==> src/rtl/qpc_pkg.sv <==
package qpc_pkg;

  typedef enum logic [3:0] {
    ST_IDLE    = 4'd0,
    ST_RUN     = 4'd1,
    ST_CPL     = 4'd2,
    ST_PAUSE   = 4'd3,
    ST_HALT    = 4'd4,
    ST_ABORT   = 4'd5,
    ST_WAIT    = 4'd6,
    ST_BUFFCLR = 4'd7
  } qpc_state_e;

  localparam logic [7:0] OFS_SQ_BASE_LO = 8'h00;
  localparam logic [7:0] OFS_SQ_BASE_HI = 8'h04;
  localparam logic [7:0] OFS_SQ_DEPTH   = 8'h08;
  localparam logic [7:0] OFS_SQ_TAIL    = 8'h0C;
  localparam logic [7:0] OFS_CQ_BASE_LO = 8'h10;
  localparam logic [7:0] OFS_CQ_BASE_HI = 8'h14;
  localparam logic [7:0] OFS_CQ_DEPTH   = 8'h18;
  localparam logic [7:0] OFS_CQ_HEAD    = 8'h1C;
  localparam logic [7:0] OFS_CTRL       = 8'h20;
  localparam logic [7:0] OFS_QRST       = 8'h24;
  localparam logic [7:0] OFS_STATE      = 8'h30;
  localparam logic [7:0] OFS_IRQ_STS    = 8'h40;
  localparam logic [7:0] OFS_IRQ_MSK    = 8'h44;

  localparam int CTRL_EN_BIT    = 0;
  localparam int CTRL_PAUSE_BIT = 4;
  localparam int QRST_BIT       = 0;

  localparam int IRQ_W   = 13;
  localparam int IRQ_CPL = 0;
  localparam int IRQ_ERR = 1;
  localparam int IRQ_OVF = 2;

endpackage

==> src/rtl/qpc_ring_ptr.sv <==
module qpc_ring_ptr #(
  parameter int PTR_W = 10
) (
  input  logic             clk_i,
  input  logic             rst_ni,
  input  logic             clr_i,
  input  logic             adv_i,
  input  logic [PTR_W-1:0] last_i,
  output logic [PTR_W-1:0] ptr_o,
  output logic [PTR_W-1:0] nxt_o
);

  logic [PTR_W-1:0] ptr_q;

  assign nxt_o = (ptr_q == last_i) ? '0 : ptr_q + PTR_W'(1);
  assign ptr_o = ptr_q;

  always_ff @(posedge clk_i or negedge rst_ni) begin
    if (!rst_ni)     ptr_q <= '0;
    else if (clr_i)  ptr_q <= '0;
    else if (adv_i)  ptr_q <= nxt_o;
  end

endmodule

==> src/rtl/qpc_chan_fsm.sv <==
module qpc_chan_fsm
  import qpc_pkg::*;
(
  input  logic       clk_i,
  input  logic       rst_ni,
  input  logic       en_i,
  input  logic       pause_i,
  input  logic       qrst_i,
  input  logic       pend_i,
  input  logic       cpl_i,
  input  logic       err_i,
  output qpc_state_e state_o
);

  qpc_state_e st_q, st_d;

  always_comb begin
    st_d = st_q;
    if (qrst_i) begin
      st_d = ST_BUFFCLR;
    end else begin
      case (st_q)
        ST_IDLE:    if (en_i && !pause_i && pend_i) st_d = ST_RUN;
        ST_RUN: begin
          if (err_i)        st_d = ST_ABORT;
          else if (cpl_i)   st_d = ST_CPL;
          else if (pause_i) st_d = ST_PAUSE;
          else if (!en_i)   st_d = ST_WAIT;
        end
        ST_CPL:     st_d = ST_IDLE;
        ST_PAUSE:   if (!pause_i) st_d = en_i ? ST_RUN : ST_IDLE;
        ST_WAIT: begin
          if (err_i)      st_d = ST_ABORT;
          else if (cpl_i) st_d = ST_IDLE;
        end
        ST_ABORT:   st_d = ST_HALT;
        ST_HALT:    st_d = ST_HALT;
        ST_BUFFCLR: st_d = ST_IDLE;
        default:    st_d = ST_IDLE;
      endcase
    end
  end

  always_ff @(posedge clk_i or negedge rst_ni) begin
    if (!rst_ni) st_q <= ST_IDLE;
    else         st_q <= st_d;
  end

  assign state_o = st_q;

endmodule

==> src/rtl/qpc_irq_ctrl.sv <==
module qpc_irq_ctrl #(
  parameter int IRQ_W = 13
) (
  input  logic             clk_i,
  input  logic             rst_ni,
  input  logic [IRQ_W-1:0] set_i,
  input  logic             sts_we_i,
  input  logic             msk_we_i,
  input  logic [IRQ_W-1:0] wdata_i,
  output logic [IRQ_W-1:0] sts_o,
  output logic [IRQ_W-1:0] msk_o,
  output logic             irq_o
);

  logic [IRQ_W-1:0] sts_q, msk_q, clr;

  assign clr = sts_we_i ? wdata_i : '0;

  always_ff @(posedge clk_i or negedge rst_ni) begin
    if (!rst_ni) begin
      sts_q <= '0;
      msk_q <= '1;
    end else begin
      sts_q <= (sts_q & ~clr) | set_i;
      if (msk_we_i) msk_q <= wdata_i;
    end
  end

  assign sts_o = sts_q;
  assign msk_o = msk_q;
  assign irq_o = |(sts_q & ~msk_q);

endmodule

==> src/rtl/qp_chan_ctrl.sv <==
module qp_chan_ctrl
  import qpc_pkg::*;
#(
  parameter int ADDR_W = 8,
  parameter int PTR_W  = 10
) (
  input  logic              clk_i,
  input  logic              rst_ni,
  input  logic              reg_req_i,
  input  logic              reg_we_i,
  input  logic [ADDR_W-1:0] reg_addr_i,
  input  logic [31:0]       reg_wdata_i,
  output logic [31:0]       reg_rdata_o,
  input  logic              eng_fetch_i,
  input  logic              eng_cpl_i,
  input  logic              eng_err_i,
  output logic              work_pend_o,
  output logic [63:0]       sq_base_o,
  output logic [63:0]       cq_base_o,
  output logic [PTR_W-1:0]  sq_head_o,
  output logic [PTR_W-1:0]  cq_tail_o,
  output logic              irq_o
);

  localparam int AW = (ADDR_W > 8) ? ADDR_W : 8;

  logic [AW-1:0]    addr;
  logic             wr, rd;
  logic [31:0]      sq_base_lo_q, sq_base_hi_q, cq_base_lo_q, cq_base_hi_q;
  logic [PTR_W-1:0] sq_depth_q, cq_depth_q, sq_tail_q, cq_head_q;
  logic             ctrl_en_q, ctrl_pause_q;
  logic             qrst;
  logic [PTR_W-1:0] sq_head, sq_head_nxt, cq_tail, cq_tail_nxt;
  logic             sq_nonempty, cq_space, pend, fetch_ok, cpl_ok;
  qpc_state_e       fsm_state;
  logic [IRQ_W-1:0] irq_set, irq_sts, irq_msk;
  logic [31:0]      rd_mux, rdata_q;

  assign addr = AW'(reg_addr_i);
  assign wr   = reg_req_i && reg_we_i;
  assign rd   = reg_req_i && !reg_we_i;

  function automatic logic hit(input logic [AW-1:0] a, input logic [7:0] ofs);
    return a == AW'(ofs);
  endfunction

  assign qrst = wr && hit(addr, OFS_QRST) && reg_wdata_i[QRST_BIT];

  // software-owned registers
  always_ff @(posedge clk_i or negedge rst_ni) begin
    if (!rst_ni) begin
      sq_base_lo_q <= '0;
      sq_base_hi_q <= '0;
      cq_base_lo_q <= '0;
      cq_base_hi_q <= '0;
      sq_depth_q   <= '1;
      cq_depth_q   <= '1;
      sq_tail_q    <= '0;
      cq_head_q    <= '0;
      ctrl_en_q    <= 1'b0;
      ctrl_pause_q <= 1'b0;
    end else if (qrst) begin
      sq_tail_q <= '0;
      cq_head_q <= '0;
    end else if (wr) begin
      if (hit(addr, OFS_SQ_BASE_LO)) sq_base_lo_q <= reg_wdata_i;
      if (hit(addr, OFS_SQ_BASE_HI)) sq_base_hi_q <= reg_wdata_i;
      if (hit(addr, OFS_CQ_BASE_LO)) cq_base_lo_q <= reg_wdata_i;
      if (hit(addr, OFS_CQ_BASE_HI)) cq_base_hi_q <= reg_wdata_i;
      if (hit(addr, OFS_SQ_DEPTH))   sq_depth_q   <= reg_wdata_i[PTR_W-1:0];
      if (hit(addr, OFS_CQ_DEPTH))   cq_depth_q   <= reg_wdata_i[PTR_W-1:0];
      if (hit(addr, OFS_SQ_TAIL))    sq_tail_q    <= reg_wdata_i[PTR_W-1:0];
      if (hit(addr, OFS_CQ_HEAD))    cq_head_q    <= reg_wdata_i[PTR_W-1:0];
      if (hit(addr, OFS_CTRL)) begin
        ctrl_en_q    <= reg_wdata_i[CTRL_EN_BIT];
        ctrl_pause_q <= reg_wdata_i[CTRL_PAUSE_BIT];
      end
    end
  end

  // engine-owned ring positions
  qpc_ring_ptr #(.PTR_W(PTR_W)) u_sq_head (
    .clk_i  (clk_i),
    .rst_ni (rst_ni),
    .clr_i  (qrst),
    .adv_i  (fetch_ok),
    .last_i (sq_depth_q),
    .ptr_o  (sq_head),
    .nxt_o  (sq_head_nxt)
  );

  qpc_ring_ptr #(.PTR_W(PTR_W)) u_cq_tail (
    .clk_i  (clk_i),
    .rst_ni (rst_ni),
    .clr_i  (qrst),
    .adv_i  (cpl_ok),
    .last_i (cq_depth_q),
    .ptr_o  (cq_tail),
    .nxt_o  (cq_tail_nxt)
  );

  assign sq_nonempty = sq_head != sq_tail_q;
  assign cq_space    = cq_tail_nxt != cq_head_q;
  assign pend        = sq_nonempty && cq_space;
  assign work_pend_o = (fsm_state == ST_RUN) && ctrl_en_q && !ctrl_pause_q && pend;
  assign fetch_ok    = eng_fetch_i && work_pend_o && !qrst;
  assign cpl_ok      = eng_cpl_i && cq_space && !qrst;

  qpc_chan_fsm u_fsm (
    .clk_i   (clk_i),
    .rst_ni  (rst_ni),
    .en_i    (ctrl_en_q),
    .pause_i (ctrl_pause_q),
    .qrst_i  (qrst),
    .pend_i  (pend),
    .cpl_i   (eng_cpl_i),
    .err_i   (eng_err_i),
    .state_o (fsm_state)
  );

  always_comb begin
    irq_set          = '0;
    irq_set[IRQ_CPL] = cpl_ok;
    irq_set[IRQ_ERR] = eng_err_i;
    irq_set[IRQ_OVF] = eng_cpl_i && !cq_space;
  end

  qpc_irq_ctrl #(.IRQ_W(IRQ_W)) u_irq (
    .clk_i    (clk_i),
    .rst_ni   (rst_ni),
    .set_i    (irq_set),
    .sts_we_i (wr && hit(addr, OFS_IRQ_STS)),
    .msk_we_i (wr && hit(addr, OFS_IRQ_MSK)),
    .wdata_i  (reg_wdata_i[IRQ_W-1:0]),
    .sts_o    (irq_sts),
    .msk_o    (irq_msk),
    .irq_o    (irq_o)
  );

  // read path, one cycle latency
  always_comb begin
    rd_mux = '0;
    if      (hit(addr, OFS_SQ_BASE_LO)) rd_mux = sq_base_lo_q;
    else if (hit(addr, OFS_SQ_BASE_HI)) rd_mux = sq_base_hi_q;
    else if (hit(addr, OFS_SQ_DEPTH))   rd_mux = 32'(sq_depth_q);
    else if (hit(addr, OFS_SQ_TAIL))    rd_mux = 32'(sq_tail_q);
    else if (hit(addr, OFS_CQ_BASE_LO)) rd_mux = cq_base_lo_q;
    else if (hit(addr, OFS_CQ_BASE_HI)) rd_mux = cq_base_hi_q;
    else if (hit(addr, OFS_CQ_DEPTH))   rd_mux = 32'(cq_depth_q);
    else if (hit(addr, OFS_CQ_HEAD))    rd_mux = 32'(cq_head_q);
    else if (hit(addr, OFS_CTRL)) begin
      rd_mux[CTRL_EN_BIT]    = ctrl_en_q;
      rd_mux[CTRL_PAUSE_BIT] = ctrl_pause_q;
    end
    else if (hit(addr, OFS_STATE))      rd_mux = 32'(fsm_state);
    else if (hit(addr, OFS_IRQ_STS))    rd_mux = 32'(irq_sts);
    else if (hit(addr, OFS_IRQ_MSK))    rd_mux = 32'(irq_msk);
  end

  always_ff @(posedge clk_i or negedge rst_ni) begin
    if (!rst_ni)  rdata_q <= '0;
    else if (rd)  rdata_q <= rd_mux;
  end

  assign reg_rdata_o = rdata_q;
  assign sq_base_o   = {sq_base_hi_q, sq_base_lo_q};
  assign cq_base_o   = {cq_base_hi_q, cq_base_lo_q};
  assign sq_head_o   = sq_head;
  assign cq_tail_o   = cq_tail;

endmodule

==> config.mk <==
export PLATFORM = sky130hd
export DESIGN_NAME = qp_chan_ctrl
export DESIGN_NICKNAME = d
export VERILOG_FILES = /design/src/rtl/qpc_pkg.sv /design/src/rtl/qpc_ring_ptr.sv /design/src/rtl/qpc_chan_fsm.sv /design/src/rtl/qpc_irq_ctrl.sv /design/src/rtl/qp_chan_ctrl.sv
export SDC_FILE = /design/constraint.sdc
export NUM_CORES = 1
export LEC_CHECK = 0
export BUFFER_PORTS_ARGS = -buffer_cell sky130_fd_sc_hd__buf_2
export CAP_MARGIN = 20
export CORE_ASPECT_RATIO = 1.5
export CORE_MARGIN = 8
export CORE_UTILIZATION = 60
export CTS_CLUSTER_SIZE = 40
export DETAILED_ROUTE_END_ITERATION = 10
export PLACE_DENSITY_LB_ADDON = 0.2
export RECOVER_POWER = 25
export SYNTH_ARGS = -nofsm -noshare
export SYNTH_HDL_FRONTEND = slang
export SYNTH_SLANG_ARGS = --single-unit
==> constraint.sdc <==
create_clock -name clk_i -period 5.89 [get_ports clk_i]
set_input_delay 0.589 -clock clk_i [delete_from_list [all_inputs] [get_ports clk_i]]
set_output_delay 0.589 -clock clk_i [all_outputs]
set_load 0.05 [all_outputs]
# Word level (Yosys, flattened, before mapping)
# Index checks and enable logic that the tools add are counted.
# classes
mux,39
n_bitwise,6
n_addsub,2
n_eq_ne,25
n_reduce_logical,40
# op_table
operator,count
$mux W32,10
$mux W10,12
$mux W4,9
$eq A8 B5 Y1 const B,4
$mux W27,1
$and A13 B13 Y13,2
$mux W13,2
$not A13 Y13,2
$eq A8 B6 Y1 const B,3
$reduce_and A3 Y1,7
$add A10 B1 Y10 const B,2
$eq A10 B10 Y1,2
$ne A10 B10 Y1,2
$pmux W4 S5,1
$logic_and A1 B1 Y1,17
$eq A8 B4 Y1 const B,2
$eq A8 B7 Y1 const B,2
$or A13 B3 Y13,1
$reduce_or A13 Y1,1
$eq A4 B3 Y1 const B,3
$reduce_bool A2 Y1,5
$eq A8 B3 Y1 const B,1
$logic_not A8 Y1,1
$ne A6 B6 Y1 const B,1
13 further kinds,19
# totals
out_inout_bits,182
in_bits,47
regBits,252

# Longest topological paths before layout
# Gate-level depths: netlist of run 1.
# depth
ltp_word,13
ltp_mapped,11

# Hierarchy
# A second synthesis of run 1 with hierarchy kept.
# hier_totals
cells_unflattened,1183
area_unflattened_um2,13307.8
# modules_own_cells
mod,cells_per_inst,instances,area_each_um2,seq_area_each_um2
qp_chan_ctrl,840,1,9884.5,5079.9
qpc_irq_ctrl,90,1,1116.1,666.9
qpc_ring_ptr at u_cq_tail,109,1,1061.0,250.2
qpc_ring_ptr at u_sq_head,109,1,945.9,250.2
qpc_chan_fsm,35,1,300.3,75.1

# Least setup slack after synthesis of run 1
# Ideal clock, no wire load.
# synth_timing
kind,register to output
start,"register u_cq_tail.ptr_q[5], in the netlist u_cq_tail.ptr_o[5]"
end,output port work_pend_o
setup_slack_ps,2595
path_stages_with_launch,11
t_arrival_ps,2706
n_path_buf,2
path_cell_list,dfrtp_1 buf_2 xnor2_1 nand4_1 or3_1 buf_2 nand4b_1 o211ai_1 nand3_1 nand2_1 nor2_1
# synth_between
elab_chain_len,5
# synth_lines
item,line_no,source
"start, declared",qpc_ring_ptr.sv:13,logic [PTR_W-1:0] ptr_q;
"start signal, assigned",qpc_ring_ptr.sv:21,else if (adv_i) ptr_q <= nxt_o;
$add A10 B1 Y10 / $eq A10 B10 Y1 (equally long branches),qpc_ring_ptr.sv:15,assign nxt_o = (ptr_q == last_i) ? '0 : ptr_q + PTR_W'(1);
$mux W10 *,qpc_ring_ptr.sv:15,
$ne A10 B10 Y1 *,qp_chan_ctrl.sv:103,assign cq_space = cq_tail_nxt != cq_head_q;
$logic_and A1 B1 Y1 *,qp_chan_ctrl.sv:104,assign pend = sq_nonempty && cq_space;
$logic_and A1 B1 Y1 *,qp_chan_ctrl.sv:105,assign work_pend_o = (fsm_state == ST_RUN) && ctrl_en_q && !ctrl_pause_q && pend;
"end, declared",qp_chan_ctrl.sv:17,"output logic work_pend_o,"
# Every way passes the cells marked *; elsewhere a longest branch is shown, timed or not.

# Worst setup path after layout of run 1
# layout_timing
start,register cq_depth_q[9]
end,output port work_pend_o
# layout_between
elab_chain_len,5
# layout_lines
item,line_no,source
"start, declared",qp_chan_ctrl.sv:30,"logic [PTR_W-1:0] sq_depth_q, cq_depth_q, sq_tail_q, cq_head_q;"
"start signal, assigned",qp_chan_ctrl.sv:71,"if (hit(addr, OFS_CQ_DEPTH)) cq_depth_q <= reg_wdata_i[PTR_W-1:0];"
$eq A10 B10 Y1,qpc_ring_ptr.sv:15,
$mux W10,qpc_ring_ptr.sv:15,
$ne A10 B10 Y1,qp_chan_ctrl.sv:103,
$logic_and A1 B1 Y1,qp_chan_ctrl.sv:104,
$logic_and A1 B1 Y1,qp_chan_ctrl.sv:105,
# Every way passes these cells.

==> results of run 1 <==
==> worst register-to-register path, stage by stage, from the launching register on <==
cell and delay (ns):
dfstp_2 0.60, xnor2_2 0.12, nand4_1 0.15, or3_1 0.56, a211o_1 0.33, a222oi_1 0.53, a31oi_1 0.44, nand2_1 0.40
o32ai_2 0.13
==> where the power goes <==
| part | total, mW | switching [mW] | internal, mW |
|---|---|---|---|
| sequential | 1.92 | 0.113 | 1.81 |
| combinational | 0.638 | 0.452 | 0.186 |
| clock | 1.60 | 0.703 | 0.900 |
| total | 4.16 | 1.27 | 2.89 |
==> final cells by class <==
cell class | instances | area (sq um)
inverters | 21 | 78.8
fillers | 1436 | 5500
repair buffers | 244 | 1290
multi-input cells | 737 | 5440
well taps | 260 | 325
clock inverters | 11 | 109
clock buffers | 35 | 713
flip-flops and latches | 251 | 6320
==> path summary, 6_finish.rpt <==
kind | to | start | slack (ns)
max | work_pend_o | cq_depth_q[9] | 1.80
min | u_irq.sts_o[10] | reg_wdata_i[10] | 0.31
max reg2reg | u_cq_tail.ptr_o[5] | cq_depth_q[9] | 2.49
min reg2reg | reg_rdata_o[6] | reg_rdata_o[6] | 0.49
max in group asynchronous | sq_base_hi_q[16] | rst_ni | 2.17
min in group asynchronous | cq_head_q[7] | rst_ni | 1.04
==> kinds of logic after synthesis <==
family,count (synthesis)
xor+xnor,41
compound gates,256
mux,171
fa+ha+maj,2
simple gates,267
buf+inv,96
flops,251
==> per-layer routing <==
layer / routed length [um] / vias up
li1: - / 4373
met2: 19300 / 452
met4: 1760 / 0
met1: 13900 / 5028
met5: 0 / -
met3: 3000 / 118
==> sequential cells by signal (all words and copies together), names as in the netlist <==
| register | cells |
|---|---|
| cq_base_hi_q | 32 |
| cq_base_lo_q | 32 |
| reg_rdata_o | 32 |
| sq_base_hi_q | 32 |
| sq_base_lo_q | 32 |
| u_irq.msk_o | 13 |
| u_irq.sts_o | 13 |
| cq_depth_q | 10 |
| cq_head_q | 10 |
| sq_depth_q | 10 |
| sq_tail_q | 10 |
| u_cq_tail.ptr_o | 10 |
| u_sq_head.ptr_o | 10 |
| u_fsm.state_o | 3 |
| ctrl_en_q | 1 |
| ctrl_pause_q | 1 |
==> per-stage QoR <==
stage | cells | power, mW | util, %
after floorplan | 1084 | 2.38 | -
after global placement | 1510 | 2.57 | 67.8
after detailed placement | 1512 | 2.58 | 68.0
after CTS | 1558 | 4.18 | 72.1
after global routing | 1559 | 4.30 | 72.2
final | 1559 | 4.16 | 72.2
==> placed cells by master (no fill, tap or decap), types with 27 or more instances in the layout <==
cell     synthesis  final
nor2_1          68     60
mux2_2         165    165
o21ai_0         48     48
dfrtp_1        218    218
nand2_1         90     90
dfstp_2         33     33
a21oi_1         27     27
a31oi_1         27     27
buf_2           21    227
a22oi_1         64     64
==> metrics.txt, run 1 <==
max-cap violations 1; Post-Synth Simple-Gate Area 10.8%; WHS between 0.3 and 0.4 ns; nets 1329; DP Area 0.0134 sq mm; stages on the worst setup path 9; Hold Crit Class primary input to flip-flop; Area contributors post-synth dfrtp_1 45%, mux2_2 15%, dfstp_2 7.1%; wire per inst 24.3 um; Setup violations, final 0; final period utilization 69.4%; Final ANT Viol Nets 0; CP Class flip-flop to output port; clk_lat worst skew 0.54 ns; number of antenna violations at the first check in global routing 0; Worst IR Drop VDD 0.268 mV; critical path peak fanout 12; slowest stage delay, CP approximately 0.6 ns; fin. max-slew vios 129; Seq cells post-synth approximately 250; hpwl dp 26700 um; WP data arrival 3.50 ns; count leader, synth dfrtp_1; Netlist Area Pre-Place 0.0121 sq mm; total grt overflow 0; Die Area 0.0251 sq mm; Synth area leader dfrtp_1; DIE WIDTH 132 um; Setup Skew around 0.017 ns; delay-heaviest family, CP simple AND/OR/NAND/NOR gates; post-synth top area share 44.9%; R2R depth 8; met2 usage in global routing 51.4%; routed via count 9971; kind of end point of the critical path output port; worst setup margin 1.80 ns; PwrDens 291 mW/mm^2; Mapped Cells 1084; met1 Usage GRT approximately a third; Avg Synthesized Cell Area 11.2 sq um; Total GRT Usage 29.9%; # IOs 229; final hold violation count 0; Post-synth EDFFs 0; clk buf depth 3; first-pass GRT wire length 59600 um; Root Buffer clkbuf_16; failing checks capacitance limit, slew limit; CP startpoint kind flip-flop; Buf/Inv on CP 1; static leakage 7.00 nW; RSZ-0062 raised after global routing false; Synth Area in XOR/XNOR 3.26%; # DRC 0; vias in the first global route about 10000; distinct cell type count after synthesis 66; # diodes 0; status finished, violations left; worst slack, placed 2.15 ns; row count between 60 and 70; compound-gate portion of the synthesized area 14.3%; GRT Max-Usage Layer met2; worst-margin pin slew around 3.2 ns; H-tree depth 1; GR Util met3 7.31%; CTS tree yes; largest net degree at the start of global routing 129; worst path required time roughly 5.3 ns; RD Place Congestion 0.999; Die Y between 150 and 200 um; Initial Utilization between 60% and 70%; async set-or-reset flop fraction in the synthesized netlist between 90% and 100%; post-CTS setup buffer count 0; post_cts resized 0; largest family of logic cells by synthesized area multiplexers; Layout area overhead 17.7%; area of the core just under 0.02 sq mm; YS warnings 0; starting DRC count in detailed routing 833; sequential share of the synthesized area 52.1%; share of cells above drive strength 1 between 30% and 40%; Initial DRT Pass Iterations 5; routed vias/inst roughly 6.4; setup TNS 0 ns; Reg clk slew, reported paths roughly 0.060 ns; hold depth 2; mux share of post-synthesis cell area 15.8%; Final min period 4.09 ns; Slew headroom -113%; most instantiated cells after synthesis 218 x dfrtp_1, 165 x mux2_2, 90 x nand2_1; fmax 0.244 GHz; Post-Route WL 37900 um; worst-path cell with the longest stage delay dfstp_2; Num CTS Buffers 25; clk sink count 251; port buffer count 228; Post-synth top flop dfrtp_1; Critical Path, Cell by Cell xnor2_2, nand4_1, or3_1, a211o_1, a222oi_1, nand3_1, nand2_1, nor2_1, buf_2; Post-Synth Adder-Cell Area 0.206%; CTS Hold Buffers Added 0; syn_nets roughly 1100; cell area after layout 0.0143 sq mm
Power figures use the tool's default switching activity.
==> inputs of run 2 (changes only) <==
--- a/config.mk
+++ b/config.mk
@@ -9,7 +9,7 @@
 export CAP_MARGIN = 20
 export CORE_ASPECT_RATIO = 1.5
 export CORE_MARGIN = 8
-export CORE_UTILIZATION = 60
+export CORE_UTILIZATION = 56
 export CTS_CLUSTER_SIZE = 40
 export DETAILED_ROUTE_END_ITERATION = 10
 export PLACE_DENSITY_LB_ADDON = 0.2
==> constraint.sdc (replaced) <==
create_clock -name clk_i -period 4.1 [get_ports clk_i]
set_input_delay 0.41 -clock clk_i [delete_from_list [all_inputs] [get_ports clk_i]]
set_output_delay 0.41 -clock clk_i [all_outputs]
set_load 0.05 [all_outputs]
==> run 2 against run 1 <==
The flow still finishes with violations (capacitance limit, slew limit). Sequential share of layout area fell by 0.43 points. Non-clock buffer count rose by 10. Count of clock-buffer cells in the layout rose by 2. Global-route usage fell by 1.7 points. Critical path type unchanged. Largest power group unchanged.
==> metrics.txt, run 2 (synthesis results as in run 1) <==
status finished, violations left (unchanged); failing checks capacitance limit, slew limit (unchanged); slowest stage delay, CP 0.57 ns (was 0.60 ns); vias in the first global route 10300 (was 10400); final hold violation count 0 (unchanged); critical path peak fanout 12 (unchanged); Min-Delay Endpoint u_irq.sts_o[11] (was u_irq.sts_o[10]); starting DRC count in detailed routing 710 (was 833); clk sink count 251 (unchanged); port buffer count 228 (unchanged); # IOs 229 (unchanged); row count 66 (was 63); hpwl dp 26900 um (was 26700 um); hold_sp reg_wdata_i[11] (was reg_wdata_i[10]); Switch Pwr 1.78 mW (was 1.27 mW); # DRC 0 (unchanged); RSZ-0062 raised after global routing false (unchanged); Seq pwr share 45.6% (was 46.1%); share of cells above drive strength 1 39.0% (was 38.6%); number of antenna violations at the first check in global routing 1 (was 0); total grt overflow 0 (unchanged); CTS tree yes (unchanged); Die Y 196 um (was 190 um); CP startpoint kind flip-flop (unchanged); P_int 4.26 mW (was 2.89 mW); Num CTS Buffers 25 (unchanged); wire per inst 23.8 um (was 24.3 um); commonest non-fill, non-tap cell in the layout buf_2 (unchanged); Hold Crit Class primary input to flip-flop (unchanged); most frequent cells in the layout 227 x buf_2, 217 x dfrtp_1, 165 x mux2_2 (was 227 x buf_2, 218 x dfrtp_1, 165 x mux2_2); reg2reg setup slack 0.56 ns (was 2.49 ns); H-tree depth 1 (unchanged); first-pass GRT wire length 58800 um (was 59600 um); CTS Hold Buffers Added 0 (unchanged); final period utilization 94.2%; met1 Usage GRT 32.1% (was 34.5%); RD Place Congestion 0.996 (was 0.999); PwrDens 419 mW/mm^2 (was 291 mW/mm^2); clk buf depth 3 (unchanged); worst path required time 3.69 ns (was 5.30 ns); Total GRT Usage 28.2% (was 29.9%); Root Buffer clkbuf_16 (unchanged); Die Area 0.0267 sq mm (was 0.0251 sq mm); DIE WIDTH 136 um (was 132 um); DP Area 0.0136 sq mm (was 0.0134 sq mm); Worst R2R End u_cq_tail.ptr_o[7] (was u_cq_tail.ptr_o[5]); largest net degree at the start of global routing 131 (was 129); Clock Power Share 39.1% (was 38.5%); cell area after layout 0.0144 sq mm (was 0.0143 sq mm); static leakage 7.06 nW (was 7.00 nW); Slew headroom -117% (was -113%); Initial DRT Pass Iterations 5 (unchanged); switch share 29.4% (was 30.5%); fin. max-slew vios 130 (was 129); routed via count 9905 (was 9971); Initial Utilization 56.5% (was 61.3%); Layout area overhead 18.8% (was 17.7%); Final min period between 3 and 4 ns; area of the core 0.0215 sq mm (was 0.0198 sq mm); clk_lat worst skew 0.53 ns (was 0.54 ns); kind of end point of the critical path output port (unchanged); Post-Route WL 37700 um (was 37900 um); max-cap violations 1 (unchanged); GR Util met3 7.30% (was 7.31%); worst-margin pin slew 3.25 ns (was 3.20 ns); Final ANT Viol Nets 0 (unchanged); Setup violations, final 0 (unchanged); routed vias/inst 6.26 (was 6.40); Critical Path, Cell by Cell xnor2_1, nand4_1, or3_1, a211o_1, a222oi_1, nand3_1, nand2_1, nor2_1, buf_2 (was xnor2_2, nand4_1, or3_1, a211o_1, a222oi_1, nand3_1, nand2_1, nor2_1, buf_2); Comb pwr share 15.3% (about the same); hold depth 2 (unchanged); setup TNS 0 ns (unchanged); CP Class flip-flop to output port (unchanged); GRT Max-Usage Layer met2 (unchanged); met2 usage in global routing 48.4% (was 51.4%); nets 1339 (was 1329); fmax 0.259 GHz; reg2reg start u_cq_tail.ptr_o[6] (was cq_depth_q[9]); WP data arrival 3.45 ns (was 3.50 ns); worst-path cell with the longest stage delay dfrtp_1 (was dfstp_2); R2R depth 9 (was 8); Reg clk slew, reported paths 0.07 ns (was 0.06 ns); Worst IR Drop VDD 0.406 mV (was 0.268 mV); Setup Skew 0.0183 ns (was 0.0170 ns)
run 2: cell types whose count changed in the layout (fill, tap and decap cells not counted), moves of 2 or more:
cell / previous run / this run
buf_12: 0 / 3
buf_4: 12 / 22
clkinv_2: 5 / 2
bufinv_16: 1 / 3
clkbuf_1: 5 / 8
run 2: worst max path at each step:
stage / cells past startpoint / startpoint / slack [ns] / endpoint
after detailed placement: 8 / u_cq_tail.ptr_o[4] / 0.64 / u_cq_tail.ptr_o[5]
final: 9 / u_cq_tail.ptr_o[6] / 0.24 / work_pend_o
after floorplan: 10 / u_cq_tail.ptr_o[5] / 0.98 / work_pend_o
after CTS: 9 / u_cq_tail.ptr_o[4] / 0.1 / work_pend_o
after global placement: 9 / u_cq_tail.ptr_o[4] / 0.72 / work_pend_o
after global routing: 9 / u_cq_tail.ptr_o[3] / 0.09 / work_pend_o
run 2: repair_timing:
item	in CTS	in global routing
resized for setup	0	1
setup endpoints to repair	0	1
hold endpoints to repair	0	0
buffers inserted	0	1
run 2: final cells by class:
type | instances | area (sq um)
multi-input cells | 737 | 5440
inverters | 21 | 78.8
flip-flops and latches | 251 | 6320
well taps | 272 | 340
fillers | 1711 | 7050
diodes | 1 | 2.50
repair buffers | 254 | 1390
clock inverters | 9 | 131
clock buffers | 37 | 711
run 2: routing by layer:
metal | wire length, um | share of wire, %
met1 | 13700 | 36
met2 | 19400 | 52
met3 | 2900 | 7.7
met4 | 1650 | 4.4
met5 | 12 | 0.032
run 2: power groups by stage:
stage	Combinational (mW)	Sequential [mW]	Clock, mW
6_report	0.926	2.75	2.36
5_1_grt	0.995	2.77	2.48
4_1_cts	0.931	2.75	2.40
3_5_place_dp	0.928	2.79	0
3_3_place_gp	0.920	2.79	0
2_1_floorplan	0.390	3.03	0
run 2: metrics by stage:
stage	total power, mW	hold slack (ns)	utilization, %	std cells	setup WS, ns
after CTS	6.08	0.0266	67.0	1579	0.0985
after global placement	3.71	0.472	63.1	1532	0.725
after floorplan	3.42	0.114	-	1084	0.984
after global routing	6.25	0.137	67.2	1581	0.0910
final	6.04	0.128	67.2	1582	0.236
after detailed placement	3.72	0.472	63.1	1533	0.642
run 2: critical path, delay by kind of cell, from the launching register on:
kind	cells	cell delay [ns]
AND/OR/NAND/NOR	5	1.15
AO/OA/AOI/OAI	2	0.83
flip-flops	1	0.57
buffers and inverters	1	0.20
XOR/XNOR	1	0.17
==> inputs of run 3 (changes only) <==
==> constraint.sdc (replaced) <==
create_clock -name clk_i -period 4.2 [get_ports clk_i]
set_input_delay 0.42 -clock clk_i [delete_from_list [all_inputs] [get_ports clk_i]]
set_output_delay 0.42 -clock clk_i [all_outputs]
set_load 0.05 [all_outputs]
==> run 3 against run 2 <==
The run still ends with capacitance limit, slew limit left. Critical path depth did not move. Cell count about the same. Cell area is 1.1% lower. Clock power decreased by 13%. Non-clock buffer count fell by 2. Highest routed layer unchanged.
==> metrics.txt, run 3 (synthesis results as in run 1) <==
R2R depth 9 (unchanged); total grt overflow 0 (unchanged); port buffer count 228 (unchanged); post_cts resized 0 (unchanged); Min-Delay Endpoint u_irq.sts_o[11] (unchanged); worst setup margin 0.329 ns (was 0.236 ns); P_int 3.94 mW (was 4.26 mW); Seq pwr share 47.6% (was 45.6%); Design Power 5.65 mW (was 6.04 mW); Final min period 3.87 ns; hold_sp reg_wdata_i[11] (unchanged); routed via count 9874 (was 9905); clk buf depth 3 (unchanged); routed vias/inst 6.25 (was 6.26); worst-path cell with the longest stage delay dfrtp_1 (unchanged); PwrDens 396 mW/mm^2 (was 419 mW/mm^2); Post-Route WL 38000 um (was 37700 um); kind of end point of the critical path output port (unchanged); # fillers 1785 (was 1711); Total GRT Usage 28.2% (about the same); CP startpoint kind flip-flop (unchanged); hold depth 2 (unchanged); DIE WIDTH 136 um (unchanged); status finished, violations left (unchanged); placed instance count 1531 (was 1533); Reg clk slew, reported paths 0.06 ns (was 0.07 ns); worst slack, placed 0.866 ns (was 0.642 ns); largest net degree at the start of global routing 87 (was 131); row count 66 (unchanged); Num CTS Buffers 25 (unchanged); wire per inst 24.0 um (was 23.8 um); fin. max-slew vios 74 (was 130); hpwl dp 27000 um (was 26900 um); Die Area 0.0267 sq mm (unchanged); Switch Pwr 1.71 mW (was 1.78 mW); RD Place Congestion 1.00 (was 0.996); final hold violation count 0 (unchanged); failing checks capacitance limit, slew limit (unchanged); switch share 30.3% (was 29.4%); Critical Path, Cell by Cell xnor2_1, nand4_1, or3_1, a211o_1, a222oi_1, nand3_1, nand2_1, nor2_1, buf_2 (unchanged); CP Class flip-flop to output port (unchanged); first-pass GRT wire length 58900 um (was 58800 um); DP Area 0.0135 sq mm (was 0.0136 sq mm); clk_lat worst skew 0.52 ns (was 0.53 ns); reg2reg start u_cq_tail.ptr_o[4] (was u_cq_tail.ptr_o[6]); Die Y 196 um (unchanged); delay-heaviest family, CP simple AND/OR/NAND/NOR gates (unchanged); CTS tree yes (unchanged); reg2reg setup slack 0.99 ns (was 0.56 ns); Worst IR Drop VDD 0.380 mV (was 0.406 mV); number of antenna violations at the first check in global routing 3 (was 1); Slew headroom -23.2% (was -117%); worst-margin pin slew 1.85 ns (was 3.25 ns); fmax 0.258 GHz; Initial DRT Pass Iterations 5 (unchanged); RSZ-0062 raised after global routing false (unchanged); critical path peak fanout 14 (was 12); Buf/Inv on CP 1 (unchanged); clk sink count 251 (unchanged); Worst R2R End u_cq_tail.ptr_o[5] (was u_cq_tail.ptr_o[7]); nets 1337 (was 1339); Initial Utilization 56.5% (unchanged); final period utilization ~90%; setup TNS 0 ns (unchanged); H-tree depth 1 (unchanged); Root Buffer clkbuf_16 (unchanged); Hold Crit Class primary input to flip-flop (unchanged); most frequent cells in the layout 218 x dfrtp_1, 218 x buf_2, 165 x mux2_2 (was 227 x buf_2, 217 x dfrtp_1, 165 x mux2_2); starting DRC count in detailed routing 618 (was 710); max-cap violations 1 (unchanged); static leakage 6.96 nW (was 7.06 nW); slowest stage delay, CP 0.62 ns (was 0.57 ns); # IOs 229 (unchanged); vias in the first global route 10400 (was 10300); WHS 0.139 ns (was 0.128 ns); Final ANT Viol Nets 0 (unchanged); cell area after layout 0.0143 sq mm (was 0.0144 sq mm); Layout area overhead 17.5% (was 18.8%); share of cells above drive strength 1 37.5% (was 39.0%); # DRC 0 (unchanged); Comb pwr share 15.9% (was 15.3%); Setup Skew 0.0117 ns (was 0.0183 ns); final core utilization 66.5% (was 67.2%); worst path required time 3.78 ns (was 3.69 ns); Setup violations, final 0 (unchanged); Clock Power Share 36.5% (was 39.1%); Cell Count, Final, Fillers Out 1581 (was 1582); area of the core 0.0215 sq mm (unchanged); WP data arrival 3.45 ns (about the same)
run 3: cell types whose count changed in the layout (fill, tap and decap cells not counted), sizes merged:
| cell | change |
|---|---|
| buf | -14 |
| bufinv | -3 |
| clkbuf | +16 |
| clkinvlp | -2 |
| diode | +1 |
| dlygate4sd3 | +1 |
run 3: area by class of cell:
type / instances / area, sq um / area share, %
Antenna cell: 2 / 5.00 / 0.0351
Tap cell: 272 / 340 / 2.39
Clock buffer: 42 / 709 / 4.97
Clock inverter: 4 / 26.3 / 0.184
Sequential cell: 251 / 6320 / 44.3
Inverter: 21 / 78.8 / 0.552
Multi-Input combinational cell: 737 / 5440 / 38.1
Timing Repair Buffer: 252 / 1340 / 9.41
run 3: how the worst max path moves through the flow:
stage,start,cells past startpoint,to,slack (ns)
CTS,u_cq_tail.ptr_o[4],9,work_pend_o,0.30
detailed placement,u_cq_tail.ptr_o[4],9,work_pend_o,0.87
global route,u_cq_tail.ptr_o[4],9,work_pend_o,0.008
finish,u_cq_tail.ptr_o[4],9,work_pend_o,0.33
floorplan,u_cq_tail.ptr_o[5],10,work_pend_o,1.07
global placement,u_cq_tail.ptr_o[4],9,work_pend_o,0.93
run 3: worst reg2reg max path, delay by kind of cell, from the launching register on:
kind                      cells  cell delay [ns]
xor gates and xnor gates      1             0.18
buffers and inverters         1             0.20
DFF                           1             0.62
and+or+nand+nor               3             0.96
AOI/OAI and AO/OA             4             1.12
run 3: power by group through the flow:
stage | Combinational (mW) | Clock, mW | Sequential (mW)
5_1_grt | 0.966 | 2.18 | 2.70
3_3_place_gp | 0.907 | 0 | 2.72
2_1_floorplan | 0.381 | 0 | 2.96
4_1_cts | 0.916 | 2.10 | 2.69
6_report | 0.901 | 2.06 | 2.69
3_5_place_dp | 0.913 | 0 | 2.73
run 3: what timing repair did:
action,4_1_cts,5_1_grt
hold buffers,1,0
buffers inserted,0,0
hold endpoints to repair,56,0
run 3: layer usage:
layer / up-vias / share of wire (%) / GRT usage (%)
li1: 4399 / - / -
met1: 5012 / 37 / 31.7
met5: - / 0.034 / 0
met4: 2 / 4.4 / 12.9
met3: 99 / 7.7 / 6.81
met2: 362 / 51 / 49.3
